File: config.mk
export PLATFORM = sky130hd
export DESIGN_NAME = sleep_wake_ctrl
export DESIGN_NICKNAME = d
export VERILOG_FILES = /design/src/rtl/swc_pkg.sv /design/src/rtl/swc_wake_arb.sv /design/src/rtl/swc_ost_timer.sv /design/src/rtl/swc_status.sv /design/src/rtl/sleep_wake_ctrl.sv
export SDC_FILE = /design/constraint.sdc
export NUM_CORES = 1
export LEC_CHECK = 0
export ABC_AREA = 1
export CORE_ASPECT_RATIO = 1.4
export CORE_MARGIN = 5
export CORE_UTILIZATION = 40
export CTS_CLUSTER_DIAMETER = 200
export DETAILED_ROUTE_END_ITERATION = 6
export PLACE_DENSITY = 0.68
export RECOVER_POWER = 100
export SYNTH_ARGS = -nofsm -noshare
export SYNTH_HDL_FRONTEND = slang
export SYNTH_SLANG_ARGS = --single-unit
File: constraint.sdc
create_clock -name clk -period 3.3 [get_ports clk]
set_input_delay 0.495 -clock clk [delete_from_list [all_inputs] [get_ports clk]]
set_output_delay 0.495 -clock clk [all_outputs]
set_load 0.01 [all_outputs]
File: src/rtl/swc_pkg.sv
package swc_pkg;
  typedef enum logic [2:0] {
    ST_RUN,
    ST_SLEEP,
    ST_OSC_WAIT,
    ST_EXEC_NEXT,
    ST_DUMMY
  } swc_state_e;

  typedef enum logic [1:0] {
    WK_NONE,
    WK_RESET,
    WK_WDT,
    WK_IRQ
  } swc_wake_e;
endpackage

File: src/rtl/swc_wake_arb.sv
module swc_wake_arb
  import swc_pkg::*;
#(
  parameter int NUM_SRC = 4
) (
  input  logic               ext_rst,
  input  logic               wdt_en,
  input  logic               wdt_timeout,
  input  logic [NUM_SRC-1:0] irq_flag,
  input  logic [NUM_SRC-1:0] irq_en,
  output logic               irq_pending,
  output swc_wake_e          wake_src
);
  logic [NUM_SRC-1:0] armed;

  for (genvar g = 0; g < NUM_SRC; g++) begin : g_src
    assign armed[g] = irq_flag[g] & irq_en[g];
  end

  assign irq_pending = |armed;

  always_comb begin
    if (ext_rst)                   wake_src = WK_RESET;
    else if (wdt_en && wdt_timeout) wake_src = WK_WDT;
    else if (irq_pending)          wake_src = WK_IRQ;
    else                           wake_src = WK_NONE;
  end
endmodule

File: src/rtl/swc_ost_timer.sv
module swc_ost_timer #(
  parameter int OST_CYCLES = 1024
) (
  input  logic clk,
  input  logic por_n,
  input  logic load,
  input  logic active,
  output logic done
);
  localparam int CW = (OST_CYCLES > 1) ? $clog2(OST_CYCLES) : 1;
  localparam logic [CW-1:0] LOAD_VAL = CW'(OST_CYCLES - 1);

  logic [CW-1:0] cnt_q;

  always_ff @(posedge clk or negedge por_n) begin
    if (!por_n)                     cnt_q <= '0;
    else if (load)                  cnt_q <= LOAD_VAL;
    else if (active && cnt_q != '0) cnt_q <= cnt_q - 1'b1;
  end

  assign done = active && (cnt_q == '0);

  assert_ost_countdown_R7: assert property (@(posedge clk) disable iff (!por_n)
    (active && !load && cnt_q != '0) |=> (cnt_q == $past(cnt_q) - 1'b1));
endmodule

File: src/rtl/swc_status.sv
module swc_status (
  input  logic clk,
  input  logic por_n,
  input  logic sleep_enter,
  input  logic wdt_wake,
  output logic pd_bit,
  output logic to_bit
);
  always_ff @(posedge clk or negedge por_n) begin
    if (!por_n) begin
      pd_bit <= 1'b1;
      to_bit <= 1'b1;
    end else begin
      if (sleep_enter) pd_bit <= 1'b0;
      if (wdt_wake)    to_bit <= 1'b0;
    end
  end

  assert_pd_clear_R2: assert property (@(posedge clk) disable iff (!por_n)
    sleep_enter |=> !pd_bit);
  assert_to_clear_R5: assert property (@(posedge clk) disable iff (!por_n)
    wdt_wake |=> !to_bit);
endmodule

File: src/rtl/sleep_wake_ctrl.sv
module sleep_wake_ctrl
  import swc_pkg::*;
#(
  parameter int              NUM_SRC    = 4,
  parameter int              OST_CYCLES = 1024,
  parameter int              VEC_W      = 13,
  parameter logic [VEC_W-1:0] VEC_ADDR  = 13'h0004
) (
  input  logic               clk,
  input  logic               por_n,
  input  logic               sleep_exec,
  input  logic               ext_rst,
  input  logic               wdt_en,
  input  logic               wdt_timeout,
  input  logic               gie,
  input  logic [NUM_SRC-1:0] irq_flag,
  input  logic [NUM_SRC-1:0] irq_en,
  output logic               core_halt,
  output logic               core_rst,
  output logic               wdt_clear,
  output logic               vec_req,
  output logic               dummy_cycle,
  output logic [VEC_W-1:0]   vec_addr,
  output logic               pd_bit,
  output logic               to_bit
);
  swc_state_e state_q, state_d;
  swc_wake_e  wake_src;
  logic       irq_pending, ost_done;
  logic       sleep_enter, wake_evt;
  logic       irq_wake_q, wdt_clear_q, core_rst_q;

  swc_wake_arb #(.NUM_SRC(NUM_SRC)) u_arb (
    .ext_rst     (ext_rst),
    .wdt_en      (wdt_en),
    .wdt_timeout (wdt_timeout),
    .irq_flag    (irq_flag),
    .irq_en      (irq_en),
    .irq_pending (irq_pending),
    .wake_src    (wake_src)
  );

  swc_ost_timer #(.OST_CYCLES(OST_CYCLES)) u_ost (
    .clk    (clk),
    .por_n  (por_n),
    .load   (wake_evt && wake_src != WK_RESET),
    .active (state_q == ST_OSC_WAIT),
    .done   (ost_done)
  );

  swc_status u_status (
    .clk         (clk),
    .por_n       (por_n),
    .sleep_enter (sleep_enter),
    .wdt_wake    (wake_evt && wake_src == WK_WDT),
    .pd_bit      (pd_bit),
    .to_bit      (to_bit)
  );

  always_comb begin
    state_d     = state_q;
    sleep_enter = 1'b0;
    wake_evt    = 1'b0;
    case (state_q)
      ST_RUN: begin
        if (sleep_exec && !irq_pending) begin
          state_d     = ST_SLEEP;
          sleep_enter = 1'b1;
        end
      end
      ST_SLEEP: begin
        if (wake_src != WK_NONE) begin
          wake_evt = 1'b1;
          state_d  = (wake_src == WK_RESET) ? ST_RUN : ST_OSC_WAIT;
        end
      end
      ST_OSC_WAIT:  if (ost_done) state_d = ST_EXEC_NEXT;
      ST_EXEC_NEXT: state_d = (gie && irq_wake_q) ? ST_DUMMY : ST_RUN;
      ST_DUMMY:     state_d = ST_RUN;
      default:      state_d = ST_RUN;
    endcase
    if (ext_rst && state_q != ST_SLEEP) begin
      state_d     = ST_RUN;
      sleep_enter = 1'b0;
    end
  end

  always_ff @(posedge clk or negedge por_n) begin
    if (!por_n) begin
      state_q     <= ST_RUN;
      irq_wake_q  <= 1'b0;
      wdt_clear_q <= 1'b0;
      core_rst_q  <= 1'b0;
    end else begin
      state_q     <= state_d;
      wdt_clear_q <= wake_evt;
      core_rst_q  <= ext_rst;
      if (wake_evt) irq_wake_q <= (wake_src == WK_IRQ);
    end
  end

  assign core_halt   = (state_q == ST_SLEEP) || (state_q == ST_OSC_WAIT);
  assign core_rst    = core_rst_q;
  assign wdt_clear   = wdt_clear_q;
  assign vec_req     = (state_q == ST_DUMMY);
  assign dummy_cycle = (state_q == ST_DUMMY);
  assign vec_addr    = VEC_ADDR;

  assert_nop_when_pending_R3: assert property (@(posedge clk) disable iff (!por_n)
    (state_q == ST_RUN && sleep_exec && irq_pending) |=> !core_halt);
  assert_wdt_clear_single_R6: assert property (@(posedge clk) disable iff (!por_n)
    wdt_clear |=> !wdt_clear);
  assert_vector_after_exec_R8: assert property (@(posedge clk) disable iff (!por_n)
    vec_req |-> ($past(state_q) == ST_EXEC_NEXT));
  assert_to_kept_on_irq_R5: assert property (@(posedge clk) disable iff (!por_n)
    (wake_evt && wake_src == WK_IRQ) |=> $stable(to_bit));
  assert_reset_releases_R9: assert property (@(posedge clk) disable iff (!por_n)
    ext_rst |=> (core_rst && !core_halt));
endmodule

# Word-level counts from Yosys, hierarchy flattened
# Cells that the tools add are included.
# Widths: inputs -> output; s select.
dict set report op_classes {
  n_addsub 1
  n_eq_ne 12
  mux 17
  bitwise_logic 4
  reduce_logical 17
}
# op n
set ops {}
lappend ops {{$mux 10} 2}
lappend ops {{$mux 3} 5}
lappend ops {{$pmux 3 s4} 1}
lappend ops {{$logic_not 10->1} 1}
lappend ops {{$reduce_bool 10->1} 1}
lappend ops {{$sub 10x1->10 const B} 1}
lappend ops {{$ne 3x3->1 const B} 3}
lappend ops {{$logic_and 1x1->1} 8}
lappend ops {{$mux 2} 4}
lappend ops {{$eq 3x2->1 const B} 2}
lappend ops {{$mux 1} 5}
lappend ops {{$and 1x1->1} 4}
lappend ops {{$eq 2x2->1 const B} 2}
lappend ops {{$reduce_bool 2->1} 2}
lappend ops {{$reduce_or 4->1} 1}
lappend ops {{$eq 3x1->1 const B} 1}
lappend ops {{$eq 3x3->1 const B} 1}
lappend ops {{$logic_not 3->1} 1}
lappend ops {{$ne 3x1->1 const B} 1}
lappend ops {{$reduce_and 3->1} 1}
lappend ops {{$eq 2x1->1 const B} 1}
lappend ops {{$ne 2x1->1 const B} 1}
lappend ops {{$logic_not 1->1} 1}
lappend ops {{$logic_or 1x1->1} 1}
dict set report totals {
  ff_bits 18
  input_bits 15
  out_inout_bits 20
  wordCells 58
}

# Logic depth before layout (Yosys ltp)
# Gate-level depths: netlist of the first run.
dict set report depth {
  ltp_word 10
  mapped_depth 10
  depth_no_buf 10
}

# Modules after synthesis
# From an unflattened synthesis of the first run, not the netlist that was laid out.
dict set report unflattened {
  cells_unflattened 185
  area_unflattened_um2 1287.5
}
# module instances cells_each area_each_um2 seq_area_each_um2
set by_module_without_submodules {}
lappend by_module_without_submodules {swc_ost_timer 1 101 694.4 250.2}
lappend by_module_without_submodules {sleep_wake_ctrl 1 66 467.9 150.1}
lappend by_module_without_submodules {swc_status 1 6 72.6 52.6}
lappend by_module_without_submodules {swc_wake_arb 1 12 52.6 0.0}

# Worst setup path before layout of the first run
# Ideal clock, no wire load.
dict set report synth_path {
  path_kind {reg-to-output}
  startpoint {register state_q[0]}
  endpoint {output port vec_req}
  t_arrival_ps 1073
  required_ps 2805
  slack_ps 1732
  path_stages_with_launch 4
  path_buffers 1
  path_cell_list {dfrtp_1 > or2_2 > nor2_1 > buf_4}
}
dict set report synth_between {
  elab_chain_len 1
}
# item line_no
set synth_rtl {}
lappend synth_rtl {{from (decl)} sleep_wake_ctrl.sv:27} ;# swc_state_e state_q, state_d;
lappend synth_rtl {{from (signal assigned)} sleep_wake_ctrl.sv:95} ;# state_q <= state_d;
lappend synth_rtl {{$eq 3x3->1} n/a}
lappend synth_rtl {{to (decl)} sleep_wake_ctrl.sv:21} ;# output logic vec_req,
# Every way passes these cells.

# Worst setup path in the final report of the first run
dict set report layout_path {
  startpoint {register state_q[1]}
  endpoint {output port core_halt}
}
dict set report layout_between {
  elab_chain_len 2
  elab_cells_between_ends 3
}
# item line_no
set layout_rtl {}
lappend layout_rtl {{$eq 3x1->1 or $eq 3x2->1 (tied branches)} sleep_wake_ctrl.sv:102} ;# assign core_halt = (state_q == ST_SLEEP) || (state_q == ST_OSC_WAIT);
lappend layout_rtl {{$logic_or 1x1->1 *} sleep_wake_ctrl.sv:102}
lappend layout_rtl {{to (decl)} sleep_wake_ctrl.sv:18} ;# output logic core_halt,
# Every way passes the cells marked *; elsewhere a longest branch is shown, timed or not.

==> results of run 1 <==
## flip-flops by register name, summed over array words and instances (netlist names)
signal / flops
u_status.to_bit: 1
u_ost.cnt_q: 10
irq_wake_q: 1
state_q: 3
wdt_clear: 1
core_rst: 1
u_status.pd_bit: 1
## kinds of logic after synthesis
family / after synthesis / synth area share (%)
compound gates: 10 / 5.15
xor+xnor: 1 / 0.750
fa+ha+maj: 2 / 2.14
buf+inv: 36 / 17.5
flops: 18 / 38.8
other cells: 2 / 0.643
simple gates: 90 / 35.0
## cells in the final DEF (no fill, tap or decap)
master           count
buf_4                1
a21oi_1              2
dlygate4sd3_1       10
nor2_1              17
xor2_1               1
a31oi_1              1
nand3_1             16
o21ai_1              1
or2_2                3
clkdlybuf4s50_1     11
nor3_2               1
ha_1                 2
nand3_2              1
nand2_1             41
o22a_1               1
nor3_1               1
inv_1               19
o211ai_1             1
o31ai_1              1
nand4_1              8
o21ai_0              3
conb_1              13
dfrtp_1             16
nor2_2               1
clkbuf_8             3
nand2_2              1
dfstp_2              2
## worst max-delay path, delay by kind of cell (launching register included)
family / cells / cell delay (ps)
buffers and inverters: 3 / 890
and+or+nand+nor: 2 / 340
DFF: 1 / 400
## stage by stage
stage,cells,setup slack (ps),cell area [um^2]
6_report,215,925,1380
5_1_grt,215,853,1380
4_1_cts,215,1020,1380
3_5_place_dp,212,1180,1340
3_3_place_gp,212,1240,1340
2_1_floorplan,170,1730,1210
## metal layers
| layer | vias to the layer above | share of wire [%] | wire length (um) | GRT usage [%] |
|---|---|---|---|---|
| met3 | 5 | 4.6 | 111 | 2.99 |
| met2 | 26 | 56 | 1370 | 26.2 |
| met5 | - | 0 | 0 | 0 |
| met1 | 477 | 38 | 916 | 12.3 |
| li1 | 520 | - | - | - |
| met4 | 0 | 1.6 | 38 | 5.68 |
## power by group through the flow
stage | Combinational [W] | Sequential [W] | Clock, W
2_1_floorplan | 0.000228 | 0.000335 | 0
3_3_place_gp | 0.000315 | 0.000341 | 0
3_5_place_dp | 0.000323 | 0.000343 | 0
4_1_cts | 0.000325 | 0.000339 | 0.000157
5_1_grt | 0.000354 | 0.000348 | 0.000168
6_report | 0.000309 | 0.000338 | 0.000149
## worst max-delay path by stage
| stage | slack [ps] | end | from | cells after the start |
|---|---|---|---|---|
| 6_report | 930 | core_halt | state_q[1] | 5 |
| 5_1_grt | 850 | core_halt | state_q[1] | 5 |
| 4_1_cts | 1020 | core_halt | state_q[1] | 5 |
| 3_5_place_dp | 1180 | u_ost.cnt_q[4] | irq_flag[3] | 9 |
| 3_3_place_gp | 1240 | u_ost.cnt_q[4] | irq_flag[3] | 9 |
| 2_1_floorplan | 1730 | vec_req | state_q[0] | 3 |
## layout make-up
type	instances	share of cell area, %
Multi-Input combinational cell	116	39.7
Sequential cell	18	32.9
Timing Repair Buffer	22	15.8
Inverter	19	5.18
Tap cell	37	3.36
Clock buffer	3	3.00
==> reports/results.ini, run 1 <==
[critical_path]
worstSetupPathType=flip-flop to output port
crit_chain=inv_1 -> nor3_2 -> buf_4 -> or2_2 -> dlygate4sd3_1
cp-end-kind=output port
cp-start-kind=flip-flop
cp_max_fo=13
r2r_cells=9
r2r-start=u_ost.cnt_q[0]
ff2ff_setup_slack_ps=1520
cp_data_arrival_time_ps=1880
worstPathRequired_ps=2800
crit_path_top_delay_cell=dlygate4sd3_1
r2r-end=u_ost.cnt_q[4]
max_stage_delay_ps=610

[timing]
fmax_mhz=421
tns_ps=0
maxSlewViolCount=0
slew_headroom_pct=45.6
fin_crit_ps=2370
period_share_pct=72.0
hold_viol=0
worst_pin_slew_ps=813
clock_skew_ps=2.55
rsz0062_at_grt=false
fin_hold_ws_ps=444
finalSetupViolCount=0

[clock_tree]
clk_path_buf_depth=2
cts_made_buffers=3
ctsHoldBuffers=0
cts_resized=0
cts_tree=done
htree_num_levels=1
clk_latency_ps=250
cts_setup_buffers=0
clkTransAtPathRegs_ps=60
cts-root-buf=clkbuf_8
cts.sinks=18

[synth]
ys_warn_count=0
yosys_most_used_dff=dfrtp_1
ys_ff_latch=18
synthDominantCellAreaShare_pct=34.3
ys_async_sr_fraction_pct=100
synthTopCellsByArea=dfrtp_1 34%, nand2_1 13%, buf_4 9.0%
ys_seq_area_share_pct=38.8
synth_common_cells=40 x nand2_1, 19 x inv_1, 16 x dfrtp_1, 16 x nand3_1, 16 x nor2_1
syn_area_per_cell_um2=7.34
synth_edf_count=0
synth.distinct_cells=26
synth_area_um2=1170
yosysMostFrequentCell=nand2_1
yosys.area.top_type=dfrtp_1
syn_inst=159

[die]
fp.dieH_um=73.9
std_cell_rows=23
die_x_um=55.7
core_um2=2850
die_area_um2=4110
initial_core_util_pct=41.0
io-pin-count=35

[pwr]
irDropWorstVdd_mv=0.368
comb_power_share_pct=38.9
p_leak_nw=0.698
power_switching_share_pct=37.6
finalPower_w=0.000795
clockPowerShare_pct=18.7
powerDensity_nw_per_um2=578
seq_power_share_pct=42.5
power_switching_w=0.000299
intPower_w=0.000496

[final_layout]
multi_input_area_um2=547
antenna_cells=0
area_growth_pct=17.9
nNetsFinal=197
seqCellArea_um2=453
utilization_pct=48.3
final_layout_size_suffix_gt1_share_pct=7.30
fillers=286

[run]
cap_violations=0

[global_routing]
grt_max_degree=19
grt.overflow.total=0
grt_pass1_vias=1060
grt_pass1_wl_um=4270
grt.total_usage_pct=13.0
antenna_found_initial=0

[hold_path]
worstHoldEndpoint=u_status.to_bit
min_path_cells=2
hp-start=u_status.to_bit
hold_class=flip-flop to flip-flop

[outcome]
status=complete, no violations

[placed_design]
port_buffers=21
dp_hpwl_um=2020
gp_congestion=0.876

[detailed_routing]
num_vias=1028
drt_iter0_drc=15
wire_per_inst_um=11.3
drc=0
postRouteAntennaNets=0
routed_wirelength_um=2440
viasPerCell=4.78
dr.pass1.iters=4

No activity file was read; power rests on OpenSTA's default activity.
==> inputs of run 2 (changes only) <==
--- a/config.mk
+++ b/config.mk
@@ -11,7 +11,7 @@
 export CORE_UTILIZATION = 40
 export CTS_CLUSTER_DIAMETER = 200
 export DETAILED_ROUTE_END_ITERATION = 6
-export PLACE_DENSITY = 0.68
+export PLACE_DENSITY = 0.7
 export RECOVER_POWER = 100
 export SYNTH_ARGS = -nofsm -noshare
 export SYNTH_HDL_FRONTEND = slang
==> constraint.sdc (replaced) <==
create_clock -name clk -period 2 [get_ports clk]
set_input_delay 0.3 -clock clk [delete_from_list [all_inputs] [get_ports clk]]
set_output_delay 0.3 -clock clk [all_outputs]
set_load 0.01 [all_outputs]
==> reports/results.ini, run 2 (synthesis results as in run 1) <==
[outcome]
status=complete, no violations  ; unchanged

[final_layout]
area_growth_pct=20.9  ; was 17.9%
largestRegisters=u_ost.cnt_q (10), state_q (3)  ; unchanged
final_layout_size_suffix_gt1_share_pct=8.70  ; was 7.30%
final_cell_mix=41 x nand2_1, 18 x inv_1, 17 x nor2_1, 17 x nand3_1, 16 x dfrtp_1  ; was 41 x nand2_1, 19 x inv_1, 17 x nor2_1, 16 x nand3_1, 16 x dfrtp_1
largest_reg_flops=10  ; unchanged
nNetsFinal=202  ; was 197
antenna_cells=0  ; unchanged
final_common_cell=nand2_1  ; unchanged
top_register=u_ost.cnt_q  ; unchanged

[timing]
period_share_pct=91.6
hold_viol=0  ; unchanged
finalSetupViolCount=0  ; unchanged
slew_headroom_pct=34.2  ; was 45.6%
rsz0062_at_grt=false  ; unchanged
tns_ps=0  ; unchanged
final.setup.worst_slack_ps=169  ; was 925 ps
fin_hold_ws_ps=453  ; was 444 ps
maxSlewViolCount=0  ; unchanged
fin_crit_ps=1830
fmax_mhz=546
clock_skew_ps=7.34  ; was 2.55 ps
worst_pin_slew_ps=988  ; was 813 ps

[placed_design]
pre_cts_slack_ps=213  ; was 1180 ps
gp_congestion=0.827  ; was 0.876
dp_hpwl_um=2110  ; was 2020 um
port_buffers=21  ; unchanged

[clock_tree]
cts-root-buf=clkbuf_8  ; unchanged
clk_latency_ps=250  ; about the same
cts_tree=done  ; unchanged
cts.sinks=18  ; unchanged
clk_path_buf_depth=2  ; unchanged
clkTransAtPathRegs_ps=70  ; was 60 ps
ctsHoldBuffers=0  ; unchanged
htree_num_levels=1  ; unchanged
cts_made_buffers=3  ; unchanged

[hold_path]
worstHoldEndpoint=u_status.to_bit  ; unchanged
hp-start=u_status.to_bit  ; unchanged
hold_class=flip-flop to flip-flop  ; unchanged
min_path_cells=2  ; unchanged

[die]
std_cell_rows=23  ; unchanged
initial_core_util_pct=41.0  ; unchanged
die_x_um=55.7  ; unchanged
die_area_um2=4110  ; unchanged
core_um2=2850  ; unchanged
io-pin-count=35  ; unchanged
fp.dieH_um=73.9  ; unchanged

[pwr]
irDropWorstVdd_mv=0.521  ; was 0.368 mV
powerDensity_nw_per_um2=980  ; was 578 nW/um^2
p_leak_nw=0.730  ; was 0.698 nW

[global_routing]
antenna_found_initial=0  ; unchanged
grt_max_degree=19  ; unchanged
grt.total_usage_pct=13.4  ; was 13.0%
grt.overflow.total=0  ; unchanged
gr-usage-met2_pct=26.8  ; was 26.2%
grt_pass1_vias=1140  ; was 1060
use_met1_pct=13.5  ; was 12.3%
grt_pass1_wl_um=4510  ; was 4270 um
use_met3_pct=2.81  ; was 2.99%
grt.busiest_layer=met2  ; unchanged

[critical_path]
r2r-start=u_ost.cnt_q[0]  ; unchanged
r2r_cells=9  ; unchanged
cp_data_arrival_time_ps=1530  ; was 1880 ps
cp-start-kind=flip-flop  ; unchanged
r2r-end=u_ost.cnt_q[0]  ; was u_ost.cnt_q[4]
worstPathRequired_ps=1700  ; was 2800 ps
critPathTopFamily=simple AND/OR/NAND/NOR gates  ; was buffers and inverters
worstSetupPathType=flip-flop to output port  ; unchanged
cp_max_fo=5  ; was 13
cp-end-kind=output port  ; unchanged
ff2ff_setup_slack_ps=290  ; was 1520 ps
crit_chain=nand3_1 -> inv_2 -> or2_2 -> dlymetal6s4s_1  ; was inv_1 -> nor3_2 -> buf_4 -> or2_2 -> dlygate4sd3_1
worst-path-buf-inv=2  ; was 3
startpoint=state_q[0]  ; was state_q[1]
crit_path_top_delay_cell=dfrtp_1  ; was dlygate4sd3_1
max_stage_delay_ps=440  ; was 610 ps

[detailed_routing]
drc=0  ; unchanged
viasPerCell=4.89  ; was 4.78
postRouteAntennaNets=0  ; unchanged
drt_iter0_drc=31  ; was 15
routed_wirelength_um=2630  ; was 2440 um
wire_per_inst_um=11.9  ; was 11.3 um
num_vias=1081  ; was 1028
dr.pass1.iters=6  ; was 4

[run]
cap_violations=0  ; unchanged

## run 2: tightest hold or removal path, cell delays in order, from the launching register on
cell     delay [ps]
dfstp_2         370
inv_1            50
a31oi_1          40
## run 2: how the worst max path moves through the flow
stage	end	slack [ps]	cells after the start
after floorplan	vec_req	630	3
after global placement	dummy_cycle	280	3
after detailed placement	u_ost.cnt_q[9]	210	8
after CTS	core_halt	10	4
after global routing	u_ost.cnt_q[0]	60	9
final	core_halt	170	4
## run 2: area by class of cell
cell class	instances	area [um^2]
fillers	281	1440
multi-input cells	116	542
flip-flops and latches	18	453
repair buffers	27	244
inverters	19	71.3
clock buffers	4	55.1
well taps	37	46.3
## run 2: through the flow
step | instance area [um^2] | utilization, % | std cells | power [W]
2_1_floorplan | 1210 | - | 170 | 0.000928
3_3_place_gp | 1360 | 47.8 | 215 | 0.00109
3_5_place_dp | 1360 | 47.8 | 215 | 0.00111
4_1_cts | 1430 | 50.2 | 221 | 0.00142
5_1_grt | 1410 | 49.5 | 221 | 0.00149
6_report | 1410 | 49.5 | 221 | 0.00138
## run 2: what timing repair did
item,in CTS,in global routing
gates resized for setup,2,2
setup buffers,2,0
hold endpoints to repair,0,0
setup endpoints to repair,3,1
## run 2: metal layers
metal | vias up | wire, um | part of all wire (%)
met1 | 501 | 956 | 36
met4 | 0 | 10 | 0.38
met3 | 4 | 137 | 5.2
met2 | 44 | 1520 | 58
li1 | 532 | - | -
met5 | - | 0 | 0
## run 2: where the power goes
part / leakage (nW) / internal (W) / total, W / switching [W]
Combinational: 0.498 / 0.000216 / 0.000528 / 0.000311
Sequential: 0.203 / 0.000473 / 0.000560 / 0.0000873
Clock: 0.0288 / 0.000175 / 0.000296 / 0.000121
Total: 0.730 / 0.000864 / 0.00138 / 0.000520
